<file path="config.mk">
export PLATFORM = sky130hd
export DESIGN_NAME = excp_prio_ctrl
export DESIGN_NICKNAME = d
export VERILOG_FILES = /design/src/rtl/prio_ctrl_pkg.sv /design/src/rtl/epc_vec_bank.sv /design/src/rtl/epc_prio_map.sv /design/src/rtl/epc_pend_sel.sv /design/src/rtl/epc_exec_calc.sv /design/src/rtl/excp_prio_ctrl.sv
export SDC_FILE = /design/constraint.sdc
export NUM_CORES = 1
export LEC_CHECK = 0
export CAP_MARGIN = 20
export CORE_MARGIN = 2
export CORE_UTILIZATION = 30
export CTS_BUF_LIST = sky130_fd_sc_hd__clkbuf_4
export DETAILED_ROUTE_END_ITERATION = 7
export SLEW_MARGIN = 10
export SYNTH_ARGS = -nofsm -noshare
export SYNTH_HDL_FRONTEND = slang
export SYNTH_SLANG_ARGS = --single-unit
</file>
<file path="constraint.sdc">
create_clock -name clk -period 61.6 [get_ports clk]
set_input_delay 12.32 -clock clk [delete_from_list [all_inputs] [get_ports clk]]
set_output_delay 12.32 -clock clk [all_outputs]
set_load 0.1 [all_outputs]
</file>
<file path="src/rtl/prio_ctrl_pkg.sv">
package prio_ctrl_pkg;
  localparam int FIXED_CNT = 3;   // vectors with fixed negative priority
  localparam int INT_VEC   = 16;  // internal exception count

  typedef enum logic [1:0] {
    CFG_ENABLE = 2'd0,
    CFG_PRIO   = 2'd1,
    CFG_GROUP  = 2'd2
  } cfg_sel_e;

  typedef enum logic [1:0] {
    CST_REMAIN = 2'b00,
    CST_BASE   = 2'b01,
    CST_NACT   = 2'b11
  } cmpl_st_e;
endpackage

</file>
<file path="src/rtl/epc_vec_bank.sv">
module epc_vec_bank import prio_ctrl_pkg::*; #(
  parameter int NUM_VEC   = 32,
  parameter int PRIO_W    = 8,
  parameter int IMPL_BITS = 3,
  localparam int VEC_W    = $clog2(NUM_VEC),
  localparam int GRP_W    = $clog2(PRIO_W),
  localparam int NUM_EXT  = NUM_VEC - INT_VEC
) (
  input  logic                 clk,
  input  logic                 rst_n,
  input  logic                 cfg_we,
  input  logic [1:0]           cfg_sel,
  input  logic [VEC_W-1:0]     cfg_vec,
  input  logic [PRIO_W-1:0]    cfg_wdata,
  input  logic                 set_vld,
  input  logic [VEC_W-1:0]     set_vec,
  input  logic [NUM_EXT-1:0]   irq_lvl,
  input  logic                 ack_fire,
  input  logic [VEC_W-1:0]     ack_vec,
  input  logic                 cmpl_fire,
  input  logic [VEC_W-1:0]     cmpl_vec,
  output logic [NUM_VEC-1:0]   en_o,
  output logic [NUM_VEC-1:0]   pend_o,
  output logic [NUM_VEC-1:0]   act_o,
  output logic [PRIO_W-1:0]    prio_o [NUM_VEC],
  output logic [GRP_W-1:0]     grp_sel_o
);
  localparam logic [PRIO_W-1:0] IMPL_MASK =
    PRIO_W'(((1 << IMPL_BITS) - 1) << (PRIO_W - IMPL_BITS));
  localparam logic [NUM_VEC-1:0] FIXED_EN =
    {{(NUM_VEC-FIXED_CNT){1'b0}}, {FIXED_CNT{1'b1}}};

  logic [NUM_VEC-1:0] en_q, en_d, pend_q, pend_d, act_q, act_d;
  logic [PRIO_W-1:0]  prio_q [NUM_VEC];
  logic [PRIO_W-1:0]  prio_d [NUM_VEC];
  logic [GRP_W-1:0]   grp_q, grp_d;
  logic [NUM_EXT-1:0] lvl_q;
  logic               cfg_prog;

  assign cfg_prog = int'(cfg_vec) >= FIXED_CNT;

  always_comb begin
    en_d   = en_q;
    pend_d = pend_q;
    act_d  = act_q;
    prio_d = prio_q;
    grp_d  = grp_q;
    if (cfg_we) begin
      unique case (cfg_sel_e'(cfg_sel))
        CFG_ENABLE: if (cfg_prog) en_d[cfg_vec] = cfg_wdata[0];
        CFG_PRIO:   if (cfg_prog) prio_d[cfg_vec] = cfg_wdata & IMPL_MASK;
        CFG_GROUP:  grp_d = cfg_wdata[GRP_W-1:0];
        default:    ;
      endcase
    end
    if (cmpl_fire) act_d[cmpl_vec] = 1'b0;
    if (ack_fire) begin
      pend_d[ack_vec] = 1'b0;
      act_d[ack_vec]  = 1'b1;
    end
    for (int k = 0; k < NUM_EXT; k++)
      if (irq_lvl[k] && !lvl_q[k]) pend_d[INT_VEC+k] = 1'b1;
    // a new pending event outranks the acknowledge clear
    if (set_vld) pend_d[set_vec] = 1'b1;
  end

  always_ff @(posedge clk or negedge rst_n) begin
    if (!rst_n) begin
      en_q   <= FIXED_EN;
      pend_q <= '0;
      act_q  <= '0;
      grp_q  <= '0;
      lvl_q  <= '0;
      for (int i = 0; i < NUM_VEC; i++) prio_q[i] <= '0;
    end else begin
      en_q   <= en_d;
      pend_q <= pend_d;
      act_q  <= act_d;
      grp_q  <= grp_d;
      lvl_q  <= irq_lvl;
      for (int i = 0; i < NUM_VEC; i++) prio_q[i] <= prio_d[i];
    end
  end

  assign en_o      = en_q;
  assign pend_o    = pend_q;
  assign act_o     = act_q;
  assign prio_o    = prio_q;
  assign grp_sel_o = grp_q;
endmodule

</file>
<file path="src/rtl/epc_prio_map.sv">
module epc_prio_map import prio_ctrl_pkg::*; #(
  parameter int NUM_VEC = 32,
  parameter int PRIO_W  = 8,
  localparam int GRP_W  = $clog2(PRIO_W),
  localparam int SP_W   = PRIO_W + 2
) (
  input  logic [PRIO_W-1:0]      prio_i [NUM_VEC],
  input  logic [GRP_W-1:0]       grp_sel,
  output logic signed [SP_W-1:0] eff_prio [NUM_VEC],
  output logic signed [SP_W-1:0] eff_grp  [NUM_VEC]
);
  logic [PRIO_W-1:0] grp_mask;
  assign grp_mask = ~((PRIO_W'(2) << grp_sel) - PRIO_W'(1));

  for (genvar i = 0; i < NUM_VEC; i++) begin : g_vec
    if (i < FIXED_CNT) begin : g_fixed
      localparam logic signed [SP_W-1:0] FIXV = SP_W'(i - FIXED_CNT);
      assign eff_prio[i] = FIXV;
      assign eff_grp[i]  = FIXV;
    end else begin : g_prog
      assign eff_prio[i] = {2'b00, prio_i[i]};
      assign eff_grp[i]  = {2'b00, prio_i[i] & grp_mask};
    end
  end
endmodule

</file>
<file path="src/rtl/epc_pend_sel.sv">
module epc_pend_sel #(
  parameter int NUM_VEC = 32,
  parameter int PRIO_W  = 8,
  localparam int VEC_W  = $clog2(NUM_VEC),
  localparam int SP_W   = PRIO_W + 2
) (
  input  logic [NUM_VEC-1:0]     pend,
  input  logic [NUM_VEC-1:0]     en,
  input  logic signed [SP_W-1:0] eff_prio [NUM_VEC],
  input  logic signed [SP_W-1:0] eff_grp  [NUM_VEC],
  output logic                   win_vld,
  output logic [VEC_W-1:0]       win_vec,
  output logic signed [SP_W-1:0] win_grp
);
  localparam logic signed [SP_W-1:0] IDLE_PRIO = SP_W'(2 ** PRIO_W);
  logic signed [SP_W-1:0] best;

  // strict compare keeps the lower vector number on a tie
  always_comb begin
    win_vld = 1'b0;
    win_vec = '0;
    best    = IDLE_PRIO;
    for (int i = 0; i < NUM_VEC; i++) begin
      if (pend[i] && en[i] && (!win_vld || eff_prio[i] < best)) begin
        win_vld = 1'b1;
        win_vec = VEC_W'(i);
        best    = eff_prio[i];
      end
    end
    win_grp = win_vld ? eff_grp[win_vec] : IDLE_PRIO;
  end
endmodule

</file>
<file path="src/rtl/epc_exec_calc.sv">
module epc_exec_calc #(
  parameter int NUM_VEC = 32,
  parameter int PRIO_W  = 8,
  localparam int SP_W   = PRIO_W + 2
) (
  input  logic [NUM_VEC-1:0]     act,
  input  logic signed [SP_W-1:0] eff_grp [NUM_VEC],
  output logic signed [SP_W-1:0] exec_prio
);
  localparam logic signed [SP_W-1:0] IDLE_PRIO = SP_W'(2 ** PRIO_W);

  always_comb begin
    exec_prio = IDLE_PRIO;
    for (int i = 0; i < NUM_VEC; i++)
      if (act[i] && eff_grp[i] < exec_prio) exec_prio = eff_grp[i];
  end
endmodule

</file>
<file path="src/rtl/excp_prio_ctrl.sv">
module excp_prio_ctrl import prio_ctrl_pkg::*; #(
  parameter int NUM_VEC   = 32,
  parameter int PRIO_W    = 8,
  parameter int IMPL_BITS = 3,
  localparam int VEC_W    = $clog2(NUM_VEC),
  localparam int SP_W     = PRIO_W + 2,
  localparam int NUM_EXT  = NUM_VEC - INT_VEC
) (
  input  logic                   clk,
  input  logic                   rst_n,
  input  logic                   cfg_we,
  input  logic [1:0]             cfg_sel,
  input  logic [VEC_W-1:0]       cfg_vec,
  input  logic [PRIO_W-1:0]      cfg_wdata,
  input  logic                   set_pend,
  input  logic [VEC_W-1:0]       set_vec,
  input  logic [NUM_EXT-1:0]     irq_lvl,
  input  logic                   ack_req,
  output logic [VEC_W-1:0]       cur_exc,
  input  logic                   cmpl_req,
  input  logic [VEC_W-1:0]       cmpl_vec,
  output logic                   cmpl_valid,
  output logic [1:0]             cmpl_status,
  output logic                   pend_valid,
  output logic [VEC_W-1:0]       pend_vec,
  output logic signed [SP_W-1:0] pend_grp,
  output logic signed [SP_W-1:0] exec_prio,
  output logic                   exc_req,
  input  logic [VEC_W-1:0]       rd_vec,
  output logic signed [SP_W-1:0] rd_prio,
  output logic                   rd_ready
);
  localparam int GRP_W = $clog2(PRIO_W);

  // reset: asserted asynchronously, released on the clock
  logic [1:0] rst_sync;
  logic       rst_n_i;
  always_ff @(posedge clk or negedge rst_n) begin
    if (!rst_n) rst_sync <= 2'b00;
    else        rst_sync <= {rst_sync[0], 1'b1};
  end
  assign rst_n_i = rst_sync[1];

  logic [NUM_VEC-1:0]     en_w, pend_w, act_w, rest_act;
  logic [PRIO_W-1:0]      prio_w [NUM_VEC];
  logic [GRP_W-1:0]       grp_sel_w;
  logic signed [SP_W-1:0] eff_prio [NUM_VEC];
  logic signed [SP_W-1:0] eff_grp  [NUM_VEC];
  logic                   ack_fire;
  logic                   cmpl_vld_q, cmpl_vld_d;
  cmpl_st_e               cmpl_st_q, cmpl_st_d;
  logic [VEC_W-1:0]       cur_q, cur_d;

  assign ack_fire = ack_req && pend_valid;

  epc_vec_bank #(.NUM_VEC(NUM_VEC), .PRIO_W(PRIO_W), .IMPL_BITS(IMPL_BITS)) u_bank (
    .clk(clk), .rst_n(rst_n_i),
    .cfg_we(cfg_we), .cfg_sel(cfg_sel), .cfg_vec(cfg_vec), .cfg_wdata(cfg_wdata),
    .set_vld(set_pend), .set_vec(set_vec), .irq_lvl(irq_lvl),
    .ack_fire(ack_fire), .ack_vec(pend_vec),
    .cmpl_fire(cmpl_req), .cmpl_vec(cmpl_vec),
    .en_o(en_w), .pend_o(pend_w), .act_o(act_w), .prio_o(prio_w), .grp_sel_o(grp_sel_w)
  );

  epc_prio_map #(.NUM_VEC(NUM_VEC), .PRIO_W(PRIO_W)) u_map (
    .prio_i(prio_w), .grp_sel(grp_sel_w), .eff_prio(eff_prio), .eff_grp(eff_grp)
  );

  epc_pend_sel #(.NUM_VEC(NUM_VEC), .PRIO_W(PRIO_W)) u_sel (
    .pend(pend_w), .en(en_w), .eff_prio(eff_prio), .eff_grp(eff_grp),
    .win_vld(pend_valid), .win_vec(pend_vec), .win_grp(pend_grp)
  );

  epc_exec_calc #(.NUM_VEC(NUM_VEC), .PRIO_W(PRIO_W)) u_exec (
    .act(act_w), .eff_grp(eff_grp), .exec_prio(exec_prio)
  );

  assign rest_act = act_w & ~(NUM_VEC'(1) << cmpl_vec);

  always_comb begin
    cmpl_vld_d = cmpl_req;
    cmpl_st_d  = cmpl_st_q;
    if (cmpl_req) begin
      if (!act_w[cmpl_vec])    cmpl_st_d = CST_NACT;
      else if (|rest_act)      cmpl_st_d = CST_REMAIN;
      else                     cmpl_st_d = CST_BASE;
    end
    cur_d = ack_fire ? pend_vec : cur_q;
  end

  always_ff @(posedge clk or negedge rst_n_i) begin
    if (!rst_n_i) begin
      cmpl_vld_q <= 1'b0;
      cmpl_st_q  <= CST_REMAIN;
      cur_q      <= '0;
    end else begin
      cmpl_vld_q <= cmpl_vld_d;
      if (cmpl_req) cmpl_st_q <= cmpl_st_d;
      if (ack_fire) cur_q     <= cur_d;
    end
  end

  assign cmpl_valid  = cmpl_vld_q;
  assign cmpl_status = cmpl_st_q;
  assign cur_exc     = cur_q;
  assign exc_req     = pend_valid && (pend_grp < exec_prio);
  assign rd_prio     = eff_prio[rd_vec];
  assign rd_ready    = en_w[rd_vec] && (eff_grp[rd_vec] < exec_prio);
endmodule


</file>
# Yosys cells after proc, flatten, opt, wreduce, memory -nomap -nowiden
# Cells that the tools add are included.
[classes]
n_addsub = 1
n_lt_le_gt_ge = 78
n_eq_ne = 2
shift = 2
n_mux = 174
bitwise = 41
n_reduce_logical = 201
[ops]
columns = ["operator", "n"]
rows = [
  ["$mux 10", 70],
  ["$lt 9x10->1", 58],
  ["$bwmux 256", 1],
  ["$and 8x8->8", 29],
  ["$bmux 10 s5", 3],
  ["$mux 32", 4],
  ["$logic_and 1x1->1", 118],
  ["$and 32x32->32", 3],
  ["$not 32->32", 3],
  ["$mux 5", 16],
  ["$or 32x32->32", 2],
  ["$mux 1", 56],
  ["$logic_not 1->1", 47],
  ["$demux 8 s5", 1],
  ["$bwmux 32", 1],
  ["$mux 4", 8],
  ["$reduce_or 32->1", 1],
  ["$shl 1x5->32 const A", 1],
  ["$logic_or 1x1->1", 31],
  ["$lt 5x6->1 const B", 5],
  ["$demux 1 s5", 4],
  ["$ge 5x1->1 const B", 4],
  ["$lt 1x10->1 const A", 2],
  ["$lt 10x10->1", 2],
  ["other kinds (17)", 29],
]
[word_totals]
register_bits = 381
input_bits = 52
out_inout_bits = 46
wordCells = 540

# Depth between registers and ports, before layout
[depth]
depth_word = 136
depth_mapped = 228
depth_no_buf = 217

# By module
# Synthesis repeated with hierarchy kept, for this count alone.
[hier_totals]
hier_cells = 6726
area_unflattened_um2 = 54040.6
[modules_own_cells]
columns = ["mod", "n_inst", "cells_per_inst", "area_each_um2", "seq_area_each_um2"]
rows = [
  ["epc_exec_calc", 1, 2315, 16500.8, 0.0],
  ["epc_pend_sel", 1, 2429, 16059.2, 0.0],
  ["epc_vec_bank", 1, 818, 9835.7, 5283.8],
  ["excp_prio_ctrl", 1, 484, 6860.3, 250.2],
  ["epc_prio_map", 1, 680, 4784.6, 0.0],
]

# Worst setup path before layout
# Ideal clock, no wire load.
[synth_path]
kind = "register to output"
from = "register u_bank.en_q[1] (netlist: u_bank.en_o[1])"
to = "output port exc_req"
arrival_time_ns = 44.644
required_ns = 49.280
setup_slack_ns = 4.636
stages_incl_launch_ff = 220
n_path_buf = 20
path_cell_list = "dfstp_2 -> nand2_1 -> nand3_1 -> buf_2 -> clkbuf_1 -> buf_2 -> buf_1 -> a31oi_1 -> ha_1 -> nor2_1 -> a21oi_1 -> a31oi_1 -> and2_1 -> ha_1 -> o21ai_0 -> a221oi_1 -> or2_0 -> clkbuf_1 -> (+184 left out) -> nand2b_1 -> a2111oi_0 -> or2_2 -> a41o_1 -> nand2_1 -> o21ai_1 -> or2_1 -> buf_6 -> buf_6 -> buf_2 -> buf_2 -> ha_1 -> nor3_1 -> ha_1 -> and3_1 -> o2111ai_1 -> nand4_1 -> a21oi_1"
[synth_between]
elab_chain_cells = 130
elab_cells_between_ends = 221
classes_between = "31 x order compare; 96 x mux; 1 x bitwise; 93 x reduce/logical"
[synth_rtl]
columns = ["element", "line_no", "source"]
rows = [
  ["from (decl)", "epc_vec_bank.sv:33", "logic [NUM_VEC-1:0] en_q, en_d, pend_q, pend_d, act_q, act_d;"],
  ["from (signal assigned)", "epc_vec_bank.sv:76", "en_q <= en_d;"],
  ["$logic_and 1x1->1 * (2 in a row)", "epc_pend_sel.sv:24", "if (pend[i] && en[i] && (!win_vld || eff_prio[i] < best)) begin"],
  ["$mux 10 / $mux 1 (equally long branches)", "epc_pend_sel.sv:24", ""],
  ["$lt 1x10->1 / $logic_not 1->1 (equally long branches)", "epc_pend_sel.sv:24", ""],
  ["$logic_or 1x1->1", "epc_pend_sel.sv:24", ""],
  ["$logic_and 1x1->1", "epc_pend_sel.sv:24", ""],
  ["$mux 10 / $mux 1 (equally long branches)", "epc_pend_sel.sv:24", ""],
  ["$lt 9x10->1 / $logic_not 1->1 (equally long branches)", "epc_pend_sel.sv:24", ""],
  ["$logic_or 1x1->1", "epc_pend_sel.sv:24", ""],
  ["(+114 left out)", "-", ""],
  ["via pend_vec[1]", "excp_prio_ctrl.sv:25", "output logic [VEC_W-1:0] pend_vec,"],
  ["$not 5->6 (implied by the code) *", "epc_pend_sel.sv:30", "win_grp = win_vld ? eff_grp[win_vec] : IDLE_PRIO;"],
  ["$bmux 10 s5 *", "epc_pend_sel.sv:30", ""],
  ["$mux 10 (implied by the code) * (2 in a row)", "epc_pend_sel.sv:30", ""],
  ["$mux 10 *", "epc_pend_sel.sv:30", ""],
  ["via pend_grp[2]", "excp_prio_ctrl.sv:26", "output logic signed [SP_W-1:0] pend_grp,"],
  ["$lt 10x10->1 *", "excp_prio_ctrl.sv:106", "assign exc_req = pend_valid && (pend_grp < exec_prio);"],
  ["$logic_and 1x1->1 *", "excp_prio_ctrl.sv:106", ""],
  ["to (decl)", "excp_prio_ctrl.sv:28", "output logic exc_req,"],
]
# Mark *: on every way through the listed nets, which the timed path passes. The rest lies on a longest branch. The select of a mux whose other input is x is not followed.

# Worst setup path in the final report
[layout_path]
from = "register u_bank.en_q[1] (netlist: u_bank.en_o[1])"
to = "output port exc_req"
[layout_between]
elab_chain_cells = 130
elab_cells_between_ends = 221
classes_between = "31 x order compare; 96 x mux; 1 x bitwise; 93 x reduce/logical"
[layout_rtl]
columns = ["element", "line_no"]
rows = [
  ["$logic_and 1x1->1 * (2 in a row)", "epc_pend_sel.sv:24"],
  ["$mux 10 / $mux 1 (equally long branches)", "epc_pend_sel.sv:24"],
  ["$lt 1x10->1 / $logic_not 1->1 (equally long branches)", "epc_pend_sel.sv:24"],
  ["$logic_or 1x1->1", "epc_pend_sel.sv:24"],
  ["$logic_and 1x1->1", "epc_pend_sel.sv:24"],
  ["$mux 10 / $mux 1 (equally long branches)", "epc_pend_sel.sv:24"],
  ["$lt 9x10->1 / $logic_not 1->1 (equally long branches)", "epc_pend_sel.sv:24"],
  ["$logic_or 1x1->1", "epc_pend_sel.sv:24"],
  ["(+112 left out)", "-"],
  ["$logic_and 1x1->1", "epc_pend_sel.sv:24"],
  ["$mux 5", "epc_pend_sel.sv:24"],
  ["$not 5->6 (implied by the code)", "epc_pend_sel.sv:30"],
  ["$bmux 10 s5", "epc_pend_sel.sv:30"],
  ["$mux 10 (implied by the code) (2 in a row)", "epc_pend_sel.sv:30"],
  ["$mux 10", "epc_pend_sel.sv:30"],
  ["$lt 10x10->1", "excp_prio_ctrl.sv:106"],
  ["$logic_and 1x1->1 *", "excp_prio_ctrl.sv:106"],
]
# Mark *: on every way between the ends. The rest lies on a longest branch, timed or not. The select of a mux whose other input is x is not followed.

==> impl_metrics.tcl <==
set metrics [dict create \
    run_status "finished, final reports clean" \
    io_buffers 95 \
    setup.worst_path.end_class "primary output" \
    switching_pwr_mw 0.8057 \
    hpwlAfterDp_mm 59.79 \
    cp_common_cell "sky130_fd_sc_hd__ha_1" \
    critical_path.reg2reg.startpoint "u_bank.en_o[1]$_DFFE_PN1P_" \
    layout.cells.non_filler 3472 \
    hold-path-endpoint "rst_sync[1]$_DFF_PN0_" \
    timing.clock.skew_ns 0.07720 \
    count_of_placed_standard_cells_including_taps 3348 \
    detail-route-antenna-nets 0 \
    multi_input_area_um2 14520 \
    die_height_um 266.4 \
    most-common-layout-cells "sky130_fd_sc_hd__nand2_1, sky130_fd_sc_hd__o21ai_0, sky130_fd_sc_hd__dfrtp_1, sky130_fd_sc_hd__nor2_1, sky130_fd_sc_hd__ha_1" \
    postSynth.asyncResetShare_pct 100.0 \
    finalInstanceArea_um2 23560 \
    power.leakage_nw 10.65 \
    power_frac_clock_pct 9.6 \
    number_of_buffers_inserted_during_clock_tree_synthesis 59 \
    fin_nets 2778 \
    placementRows 96 \
    synth.yosys.warnings 0 \
    grt_first_pass_wirelength_mm 117.2 \
    floorplan.initialDensity_pct 30.22 \
    timing.critical_path.required_ns 49.28 \
    fmax_ghz 0.01706 \
    clkTransAtPathRegs_ns 0.07 \
    final-setup-viol-count 0 \
    post_route_cells_drive_above_1_share_pct 17.14 \
    endpoints_failing_hold 0 \
    finalMaxSlewViolations 0 \
    worst-path-max-fanout 16 \
    final.setup.tns_ns 0 \
    sequential_cell_area_um2 5313 \
    globalRouteOverflowTotal 0 \
    global_route_usage_over_all_layers_pct 21.35 \
    grt_antenna_before_repair 5 \
    synthesis.area_per_instance_um2 8.411 \
    layout_commonest_cell "sky130_fd_sc_hd__nand2_1" \
    share_comb_of_total_power_pct 75.2 \
    dpl_cell_area_um2 22510 \
    capturing_point_of_the_worst_reg2reg_path "u_bank.pend_o[23]$_DFF_PN0_" \
    synth-seq-area-share_pct 25.70 \
    worst_hold_slack_ns 0.3530 \
    placeableCoreArea_um2 68350 \
    max_cap_violations 0 \
    synth.cell_area_um2 20660 \
    postCtsHoldBufs 0 \
    synth_edf_count 0 \
    worst_reg_to_reg_cells 201 \
    via_per_inst 5.870 \
    cellInternalPower_mw 0.5904 \
    first_pass_iteration_count_of_the_detailed_router 6 \
    postSynthCellCount 2456 \
    clkLatencyLatePin_ns 0.86 \
    cp_slowest_cell "sky130_fd_sc_hd__or3_1" \
    r2r_setup_slack_ns 16.98 \
    place.gp.congestion 0.9703 \
    ctsLongestPathBuffers 3 \
    wirelength_mm 77.12 \
    share_seq_of_total_power_pct 15.2 \
    grt_max_degree 66 \
    worst_path_largest_cell_delay_ns 0.66 \
    filler_cell_count 7128 \
    final.period_utilization_pct 95.17 \
    finalCriticalPeriod_ns 58.63 \
    cell_variety_after_synth 98 \
    drtIter0Drc 1941 \
    num_vias 20380 \
    ys_dominant_reg_cell "sky130_fd_sc_hd__dfrtp_1" \
    die_width_um 266.4 \
    sw_frac_of_total_pct 57.71 \
    syn_nets 2695 \
    worst_ir_drop_vdd_mv 0.08210 \
    ctsRootBufferMaster "sky130_fd_sc_hd__clkbuf_4" \
    slew_headroom_pct 27.95 \
    endpoint_arrival_time_on_the_critical_path_ns 46.31 \
    io_pins 98 \
    synth-seq-cells 212 \
    min_delay_startpoint "rst_sync[0]$_DFF_PN0_" \
    tritoncts "built" \
    clock_sink_count 212 \
    routedWlPerCell_um 22.21 \
    whs_path_depth 0 \
    first_global_vias 19040 \
    slew_at_the_pin_closest_to_its_max_slew_limit_ns 1.081 \
    floorplan.die_area_um2 70970 \
    synthToLayoutAreaGrowth_pct 14.03 \
    drc 0 \
    worst-setup-path-type "reg -> out" \
    crit_start_category "flip-flop" \
    worst_hold_path_type "reg -> reg" \
    power.density_nw_per_um2 59.27 \
    ctsHtreeMaxLevel 2 \
    fin_util_pct 34.46 \
]
-- worst max-delay path: cells and delay by family (launching register included) --
family          cells  cell delay [ns]
compound gates    107            22.98
fa+ha+maj          29             7.81
buf+inv            12             1.97
flops               1             0.56
mux                 8             2.68
simple gates       51             9.34
-- how the worst max path moves through the flow --
stage | startpoint | endpoint | slack [ns] | cells after the start
global placement | u_bank.en_o[1]$_DFFE_PN1P_ | exc_req | 2.05 | 210
floorplan | u_bank.en_o[1]$_DFFE_PN1P_ | exc_req | 4.64 | 219
detailed placement | u_bank.en_o[1]$_DFFE_PN1P_ | exc_req | 1.72 | 209
CTS | u_bank.en_o[1]$_DFFE_PN1P_ | exc_req | 0.63 | 209
finish | u_bank.en_o[1]$_DFFE_PN1P_ | exc_req | 2.97 | 207
global route | u_bank.pend_o[1]$_DFF_PN0_ | exc_req | -0.09 | 209
-- registers in the layout (all words and copies together) (netlist names) --
| register | flops |
|---|---|
| u_bank.prio_o | 87 |
| u_bank.act_o | 32 |
| u_bank.en_o | 32 |
| u_bank.pend_o | 32 |
| u_bank.lvl_q | 16 |
| cur_exc | 5 |
| u_bank.grp_sel_o | 3 |
| cmpl_status | 2 |
| rst_sync | 2 |
| cmpl_valid | 1 |
-- cell type report --
class | instances | share of cell area [%]
timing repair buffer | 152 | 5.939
sequential | 212 | 22.55
antenna | 5 | 0.05312
clock buffer | 90 | 2.868
tap | 882 | 4.685
timing repair inverter | 1 | 0.02125
clock inverter | 17 | 0.3824
inverter | 113 | 1.870
multi-input combinational | 2000 | 61.63
-- Yosys cell counts (11+ instances only) --
cell type                  count  area (um2)
sky130_fd_sc_hd__ha_1        187        2340
sky130_fd_sc_hd__a221oi_1     12       105.1
sky130_fd_sc_hd__nor3_1       53       265.3
sky130_fd_sc_hd__o31ai_1      19       142.6
sky130_fd_sc_hd__buf_2        14       70.07
sky130_fd_sc_hd__or2_2        16       100.1
sky130_fd_sc_hd__nand3_1      80       400.4
sky130_fd_sc_hd__a21oi_1     126       630.6
sky130_fd_sc_hd__a21o_1       48       360.4
sky130_fd_sc_hd__o21a_1       44       330.3
sky130_fd_sc_hd__and3_1       21       131.4
sky130_fd_sc_hd__mux4_2       44       991.0
sky130_fd_sc_hd__o21ai_0     216        1081
sky130_fd_sc_hd__nor4_1       13       81.33
sky130_fd_sc_hd__nor2_1      196       735.7
sky130_fd_sc_hd__a31oi_1      37       231.5
sky130_fd_sc_hd__o22ai_1      21       131.4
sky130_fd_sc_hd__o21ai_1      18       90.09
sky130_fd_sc_hd__nand4_1      22       137.6
sky130_fd_sc_hd__nand2b_1     20       125.1
sky130_fd_sc_hd__clkbuf_1     91       341.6
sky130_fd_sc_hd__and2_1       66       412.9
sky130_fd_sc_hd__o32ai_1      11       96.34
sky130_fd_sc_hd__a211oi_1     27       202.7
sky130_fd_sc_hd__or3_1        16       100.1
sky130_fd_sc_hd__inv_1       112       420.4
sky130_fd_sc_hd__buf_1        11       41.29
sky130_fd_sc_hd__buf_4        11       82.58
sky130_fd_sc_hd__mux2i_1      23       230.2
sky130_fd_sc_hd__mux2_2      153        1723
sky130_fd_sc_hd__dfrtp_1     209        5230
sky130_fd_sc_hd__nor2b_1      32       200.2
sky130_fd_sc_hd__o211ai_1     17       127.6
sky130_fd_sc_hd__nand2_1     252       945.9
-- through the flow --
step,power [mW],worst slack (ns)
global route,1.487,-0.08724
finish,1.396,2.973
CTS,1.361,0.6273
detailed placement,1.221,1.719
global placement,1.212,2.054
floorplan,0.9207,4.636
-- per-layer routing --
metal,vias up,track usage [%],wire length [um]
met5,-,0,22
met3,185,3.008,6388
met4,4,7.759,2873
li1,9424,-,-
met1,9811,31.13,35060
met2,957,31.88,32780
-- cells by family after synthesis --
group / after synthesis / synth area share, %
buf+inv: 244 / 4.924
flops: 212 / 25.70
fa+ha+maj: 187 / 11.33
compound gates: 745 / 23.75
other cells: 1 / 0.01815
mux: 221 / 14.31
simple gates: 846 / 19.98
-- timing repair --
action,CTS,global route
setup endpoints to repair,0,19
resized for setup,0,43
buffers inserted,0,10
-- power by group through the flow --
stage / Clock [mW] / Sequential [mW] / Combinational (mW)
floorplan: 0 / 0.205 / 0.716
global placement: 0 / 0.213 / 0.999
detailed placement: 0 / 0.213 / 1.01
CTS: 0.138 / 0.210 / 1.01
global route: 0.145 / 0.216 / 1.13
finish: 0.134 / 0.212 / 1.05
Power figures use the tool's default switching activity.
